## config.mk

```make
export PLATFORM = sky130hd
export DESIGN_NAME = sysreg_wr_gate
export DESIGN_NICKNAME = d
export VERILOG_FILES = /design/src/rtl/sgw_pkg.sv /design/src/rtl/sgw_rst_sync.sv /design/src/rtl/sgw_level_rules.sv /design/src/rtl/sgw_prio_chain.sv /design/src/rtl/sgw_out_stage.sv /design/src/rtl/sysreg_wr_gate.sv
export SDC_FILE = /design/constraint.sdc
export NUM_CORES = 1
export LEC_CHECK = 0
export BUFFER_PORTS_ARGS = -buffer_cell sky130_fd_sc_hd__buf_2
export CORE_MARGIN = 1
export CORE_UTILIZATION = 40
export CTS_CLUSTER_DIAMETER = 80
export DETAILED_ROUTE_END_ITERATION = 10
export HOLD_SLACK_MARGIN = 0.12
export PLACE_DENSITY_LB_ADDON = 0.3
export SYNTH_ARGS = -nofsm -noshare
export SYNTH_HDL_FRONTEND = slang
export SYNTH_SLANG_ARGS = --single-unit
```

## constraint.sdc

```tcl
create_clock -name clk -period 2.6 [get_ports clk]
set_input_delay 0.52 -clock clk [delete_from_list [all_inputs] [get_ports clk]]
set_output_delay 0.52 -clock clk [all_outputs]
set_load 0.02 [all_outputs]
```

## src/rtl/sgw_pkg.sv

```systemverilog
package sgw_pkg;
  localparam int OUT_N    = 6;
  localparam int O_COMMIT = 0;
  localparam int O_UNDEF  = 1;
  localparam int O_HYP64  = 2;
  localparam int O_HYP32  = 3;
  localparam int O_L3_64  = 4;
  localparam int O_MON    = 5;
  localparam int FIRST_TRAP = O_HYP64;

  typedef logic [OUT_N-1:0] outc_t;

  localparam logic [1:0] PL_USER = 2'd0;
  localparam logic [1:0] PL_KERN = 2'd1;
  localparam logic [1:0] PL_HYP  = 2'd2;
  localparam logic [1:0] PL_MON  = 2'd3;

  function automatic outc_t sel(input int idx);
    outc_t v;
    v = '0;
    v[idx] = 1'b1;
    return v;
  endfunction
endpackage

```

## src/rtl/sgw_rst_sync.sv

```systemverilog
module sgw_rst_sync #(
  parameter int STAGES = 2
) (
  input  logic clk,
  input  logic rst_n,
  output logic rst_sync_n
);
  logic [STAGES-1:0] chain_q;
  logic [STAGES-1:0] chain_d;

  always_comb begin
    chain_d = {chain_q[STAGES-2:0], 1'b1};
  end

  always_ff @(posedge clk or negedge rst_n) begin
    if (!rst_n) chain_q <= '0;
    else        chain_q <= chain_d;
  end

  assign rst_sync_n = chain_q[STAGES-1];
endmodule

```

## src/rtl/sgw_level_rules.sv

```systemverilog
module sgw_level_rules
  import sgw_pkg::*;
#(
  parameter int L1_N = 6,
  parameter int L2_N = 2,
  parameter int L3_N = 1
) (
  input  logic             lvl2_en,
  input  logic             lvl2_is64,
  input  logic             lvl3_impl,
  input  logic             lvl3_is64,
  input  logic             in_monitor,
  input  logic             sre_l1,
  input  logic             sre_l2,
  input  logic             sre_l3,
  input  logic             hyp_cpreg_trap,
  input  logic             hyp_common_trap,
  input  logic             hyp_fiq_route,
  input  logic             hyp_irq_route,
  input  logic             mon_irq_route,
  input  logic             mon_fiq_route,
  output logic [L1_N-1:0]  l1_hit,
  output outc_t [L1_N-1:0] l1_code,
  output logic [L2_N-1:0]  l2_hit,
  output outc_t [L2_N-1:0] l2_code,
  output logic [L3_N-1:0]  l3_hit,
  output outc_t [L3_N-1:0] l3_code
);
  outc_t hyp_form;
  outc_t top_form;
  logic  top_route;

  always_comb begin
    hyp_form  = lvl2_is64 ? sel(O_HYP64) : sel(O_HYP32);
    top_form  = lvl3_is64 ? sel(O_L3_64) : sel(O_MON);
    top_route = lvl3_impl & mon_irq_route & mon_fiq_route;
  end

  // Level 1 chain, index 0 has the highest priority
  always_comb begin
    l1_hit[0]  = lvl2_en & hyp_cpreg_trap;
    l1_code[0] = hyp_form;
    l1_hit[1]  = ~sre_l1;
    l1_code[1] = sel(O_UNDEF);
    l1_hit[2]  = lvl2_en & hyp_common_trap;
    l1_code[2] = hyp_form;
    l1_hit[3]  = lvl2_en & hyp_fiq_route;
    l1_code[3] = hyp_form;
    l1_hit[4]  = lvl2_en & hyp_irq_route;
    l1_code[4] = hyp_form;
    l1_hit[5]  = top_route & (lvl3_is64 | ~in_monitor);
    l1_code[5] = top_form;
  end

  // Level 2 chain
  always_comb begin
    l2_hit[0]  = ~sre_l2;
    l2_code[0] = sel(O_UNDEF);
    l2_hit[1]  = top_route;
    l2_code[1] = top_form;
  end

  // Level 3 chain
  always_comb begin
    l3_hit[0]  = ~sre_l3;
    l3_code[0] = sel(O_UNDEF);
  end
endmodule

```

## src/rtl/sgw_prio_chain.sv

```systemverilog
module sgw_prio_chain
  import sgw_pkg::*;
#(
  parameter int N = 4
) (
  input  logic [N-1:0]  hit,
  input  outc_t [N-1:0] code,
  output outc_t         result
);
  outc_t stage [N+1];

  assign stage[N] = sel(O_COMMIT);

  generate
    for (genvar g = N - 1; g >= 0; g--) begin : g_link
      assign stage[g] = hit[g] ? code[g] : stage[g+1];
    end
  endgenerate

  assign result = stage[0];
endmodule

```

## src/rtl/sgw_out_stage.sv

```systemverilog
module sgw_out_stage
  import sgw_pkg::*;
#(
  parameter int            HALF_W     = 32,
  parameter int            CLASS_W    = 6,
  parameter logic [5:0]    TRAP_CLASS = 6'h03,
  localparam int           FULL_W     = 2 * HALF_W
) (
  input  logic               clk,
  input  logic               rst_n,
  input  logic               acc_valid,
  input  outc_t              dec,
  input  logic [HALF_W-1:0]  src_lo,
  input  logic [HALF_W-1:0]  src_hi,
  output outc_t              outcome,
  output logic               wr_en,
  output logic [FULL_W-1:0]  wr_data,
  output logic [CLASS_W-1:0] trap_class
);
  outc_t              out_d;
  logic               wen_d;
  logic [FULL_W-1:0]  data_d;
  logic [CLASS_W-1:0] cls_d;
  logic               is_trap;

  always_comb begin
    is_trap = |dec[OUT_N-1:FIRST_TRAP];
    out_d   = acc_valid ? dec : '0;
    wen_d   = acc_valid & dec[O_COMMIT];
    data_d  = {src_hi, src_lo};
    cls_d   = (acc_valid & is_trap) ? CLASS_W'(TRAP_CLASS) : '0;
  end

  always_ff @(posedge clk or negedge rst_n) begin
    if (!rst_n) begin
      outcome    <= '0;
      wr_en      <= 1'b0;
      trap_class <= '0;
    end else begin
      outcome    <= out_d;
      wr_en      <= wen_d;
      trap_class <= cls_d;
    end
  end

  always_ff @(posedge clk or negedge rst_n) begin
    if (!rst_n)     wr_data <= '0;
    else if (wen_d) wr_data <= data_d;
  end
endmodule

```

## src/rtl/sysreg_wr_gate.sv

```systemverilog
module sysreg_wr_gate
  import sgw_pkg::*;
#(
  parameter int         HALF_W     = 32,
  parameter int         CLASS_W    = 6,
  parameter logic [5:0] TRAP_CLASS = 6'h03,
  parameter int         SYNC_STG   = 2
) (
  input  logic                clk,
  input  logic                rst_n,
  input  logic                acc_valid,
  input  logic [1:0]          priv_lvl,
  input  logic                lvl2_en,
  input  logic                lvl2_is64,
  input  logic                lvl3_impl,
  input  logic                lvl3_is64,
  input  logic                in_monitor,
  input  logic                sre_l1,
  input  logic                sre_l2,
  input  logic                sre_l3,
  input  logic                hyp_cpreg_trap,
  input  logic                hyp_common_trap,
  input  logic                hyp_fiq_route,
  input  logic                hyp_irq_route,
  input  logic                mon_irq_route,
  input  logic                mon_fiq_route,
  input  logic [HALF_W-1:0]   src_lo,
  input  logic [HALF_W-1:0]   src_hi,
  output logic [OUT_N-1:0]    outcome,
  output logic                wr_en,
  output logic [2*HALF_W-1:0] wr_data,
  output logic [CLASS_W-1:0]  trap_class
);
  localparam int L1_N = 6;
  localparam int L2_N = 2;
  localparam int L3_N = 1;

  logic             rst_sync_n;
  logic [L1_N-1:0]  l1_hit;
  outc_t [L1_N-1:0] l1_code;
  logic [L2_N-1:0]  l2_hit;
  outc_t [L2_N-1:0] l2_code;
  logic [L3_N-1:0]  l3_hit;
  outc_t [L3_N-1:0] l3_code;
  outc_t            l1_res, l2_res, l3_res, dec;

  sgw_rst_sync #(.STAGES(SYNC_STG)) u_rst (
    .clk(clk), .rst_n(rst_n), .rst_sync_n(rst_sync_n)
  );

  sgw_level_rules #(.L1_N(L1_N), .L2_N(L2_N), .L3_N(L3_N)) u_rules (
    .lvl2_en(lvl2_en), .lvl2_is64(lvl2_is64), .lvl3_impl(lvl3_impl),
    .lvl3_is64(lvl3_is64), .in_monitor(in_monitor),
    .sre_l1(sre_l1), .sre_l2(sre_l2), .sre_l3(sre_l3),
    .hyp_cpreg_trap(hyp_cpreg_trap), .hyp_common_trap(hyp_common_trap),
    .hyp_fiq_route(hyp_fiq_route), .hyp_irq_route(hyp_irq_route),
    .mon_irq_route(mon_irq_route), .mon_fiq_route(mon_fiq_route),
    .l1_hit(l1_hit), .l1_code(l1_code),
    .l2_hit(l2_hit), .l2_code(l2_code),
    .l3_hit(l3_hit), .l3_code(l3_code)
  );

  sgw_prio_chain #(.N(L1_N)) u_chain1 (.hit(l1_hit), .code(l1_code), .result(l1_res));
  sgw_prio_chain #(.N(L2_N)) u_chain2 (.hit(l2_hit), .code(l2_code), .result(l2_res));
  sgw_prio_chain #(.N(L3_N)) u_chain3 (.hit(l3_hit), .code(l3_code), .result(l3_res));

  always_comb begin
    unique case (priv_lvl)
      PL_USER: dec = sel(O_UNDEF);
      PL_KERN: dec = l1_res;
      PL_HYP:  dec = l2_res;
      default: dec = l3_res;
    endcase
  end

  sgw_out_stage #(.HALF_W(HALF_W), .CLASS_W(CLASS_W), .TRAP_CLASS(TRAP_CLASS)) u_out (
    .clk(clk), .rst_n(rst_sync_n), .acc_valid(acc_valid), .dec(dec),
    .src_lo(src_lo), .src_hi(src_hi),
    .outcome(outcome), .wr_en(wr_en), .wr_data(wr_data), .trap_class(trap_class)
  );
endmodule

```

==> impl_metrics.yaml <==
yosys:
  synthDistinctLibCells: 25
  synth.ff_latch_count: 73
  synth_largest_type_area_fraction: 0.645
  synth-warning-count: 0
  synth_area_leaders: "dfrtp_1, mux2_1, mux2_2, buf_6, buf_4"
  yosys.area.top_type: "dfrtp_1"
  ys_seq_area_frac: 0.645
  syn_area_um2: 2830
  postSynthAreaPerCell_um2: 15.8
  syn_inst: 179
routing:
  dr.max_layer_used: "met4"
  vias_per_cell: 4.58
  wl_met1_um: 2260
  dr.first_iter.drc_count: 10
  route.detailed.drc: 0
  routed_wl_um: 5640
  wl_met3_um: 549
  first_pass_iters: 4
  ant_nets: 0
  met2_length_um: 2740
  drt-wirelength-per-cell_um: 12.8
  num_vias: 2016
clock_network:
  htree_num_levels: 3
  clk_pin_slew_ps: 70
  cts_resized: 0
  cts_tree: "done"
  clockBufferDepth: 2
  postCtsSetupRepairBufs: 0
  numCtsBuffers: 9
  cts_sinks: 73
  cts-root-buf: "clkbuf_8"
  insertion_delay_ps: 330
timing:
  worst_slew_pin_slew_ps: 797
  final_hold_viol_count: 0
  finalSetupViolCount: 0
  max_freq_mhz: 466
  clock_skew_ps: 6.74
  post-route-min-period_ps: 2150
  fin_setup_tns_ps: 0
  drv_slew: 0
  slew_headroom: 0.469
  fin_crit_sh: 0.826
  rsz0062_at_grt: "false"
placement:
  gp_congestion: 0.726
  portBuffers: 155
  hpwl_um: 4240
  placed_cell_area_um2: 3690
critical_path:
  r2r_end: "u_out.wr_data[21]$_DFFE_PN0P_"
  crit_family: "compound AO/OA/AOI/OAI gates"
  reg2regPathDepth: 1
  worstPathRequired_ps: 2810
  path_cells: "buf_2, o41a_1, or4_4, a21oi_4, buf_12, mux2_2"
  worstSetupEndpointType: "register"
  arrival_ps: 2360
  path_max_fanout: 33
  path_class: "input port to register"
  slowest_stage: "or4_4"
  reg2reg_from: "u_rst.chain_q[1]$_DFF_PN0_"
  slowest_delay_ps: 470
  cp.buffers_inverters: 2
  reg2reg_slack_ps: 1580
  critPathLaunchType: "input port"
floorplanning:
  core-area_um2: 6830
  initial_core_util: 0.415
  fp.dieH_um: 86.2
  die_area_um2: 7420
  rows: 30
  die-width_um: 86.2
  ios: 160
global_routing:
  first_global_vias: 2005
  grt_max_degree: 38
  grt_pass1_wl_um: 9010
  overflow: 0
  antenna_found_initial: 0
  grtUsageTotal: 0.159
power:
  leakage_nw: 1.98
  max-vdd-ir-drop_v: 0.000405
  finalPower_w: 0.00336
  powerDensity_nw_per_um2: 858
worst_hold_path:
  worstHoldPathCells: 2
  min-delay-start: "lvl2_is64"
  hp-class: "input port to register"
  whs_endpoint: "u_out.outcome[3]$_DFF_PN0_"
final_layout:
  stdcell_area_um2: 3910
  n_antenna_cell: 0
  area_growth_syn_to_layout_pct: 38.0
  drive_gt1_frac: 0.558
  nets: 422
outcome:
  status: "complete, no violations"
run:
  cap_viol_max_count: 0
stage by stage:
step	utilization	hold slack, ps	setup WS [ps]	instances
floorplan	-	224	317	182
global placement	0.541	306	161	423
detailed placement	0.541	307	109	423
CTS	0.572	328	464	440
global route	0.572	343	409	440
finish	0.572	350	453	440
cells in the mapped netlist (all sizes together):
library cell,n
a211o,1
a211oi,1
a21oi,2
a41oi,1
and3,1
buf,13
conb,2
dfrtp,73
inv,5
mux2,64
nand3,3
nand3b,1
nor2,3
nor2b,1
nor3,1
nor3b,1
o21a,1
o21ai,2
o31ai,1
o41a,1
or4,1
layer usage:
layer | track usage | up-vias
met2 | 0.269 | 102
met1 | 0.180 | 960
met5 | 0 | -
met4 | 0.0773 | 0
met3 | 0.0539 | 11
li1 | - | 943
cells by family (layout without fill, tap and decap cells):
kind of cell | after synthesis | in the layout | share of synthesized area
DFF | 73 | 73 | 0.645
buffers and inverters | 18 | 180 | 0.0468
other | 2 | 5 | 0.00265
AOI/OAI and AO/OA | 10 | 10 | 0.0265
muxes | 64 | 64 | 0.254
and+or+nand+nor | 12 | 12 | 0.0247
flip-flops by register name (all words and copies together), names as in the netlist:
signal / flops
u_out.wr_data: 64
u_out.outcome: 6
u_rst.chain_q: 2
u_out.trap_class: 1
worst max path at each step:
stage | slack [ps] | start | endpoint | depth (start not counted)
3_3_place_gp | 160 | hyp_irq_route | u_out.wr_data[40]$_DFFE_PN0P_ | 6
6_report | 450 | hyp_irq_route | u_out.wr_data[40]$_DFFE_PN0P_ | 6
4_1_cts | 460 | hyp_irq_route | u_out.wr_data[40]$_DFFE_PN0P_ | 6
5_1_grt | 410 | hyp_irq_route | u_out.wr_data[40]$_DFFE_PN0P_ | 6
3_5_place_dp | 110 | hyp_irq_route | u_out.wr_data[40]$_DFFE_PN0P_ | 6
2_1_floorplan | 320 | hyp_irq_route | u_out.wr_data[0]$_DFFE_PN0P_ | 6
report_power, final:
part           internal [W]  switching (W)  total, W  leakage (nW)
Sequential          0.00139       0.000120   0.00151         0.875
Clock              0.000492       0.000396  0.000888         0.109
Combinational      0.000390       0.000563  0.000953          1.00
Total               0.00228        0.00108   0.00336          1.98
timing repair:
action	CTS	global route
endpoints found under the setup margin	0	0
endpoints found under the hold margin	2	0
hold buffers	1	0
layout make-up:
class	instances	area, um^2
Multi-Input combinational cell	91	892
Inverter	5	18.8
Sequential cell	73	1830
Clock buffer	11	151
Fill cell	624	2920
Clock inverter	5	53.8
Timing Repair Buffer	159	846
Tap cell	96	120
layout by cell type (no fill, tap or decap), drive strengths merged:
master,instances
mux2,64
nand3b,1
nor3,1
conb,5
a211o,1
o41a,1
clkinv,4
clkbuf,11
o21a,1
nand3,3
a211oi,1
nor2b,1
inv,5
a21oi,2
buf,158
o21ai,2
dfrtp,73
nor3b,1
o31ai,1
nor2,3
dlygate4sd3,1
bufinv,1
a41oi,1
or4,1
and3,1
No activity file was read; power rests on OpenSTA's default activity.
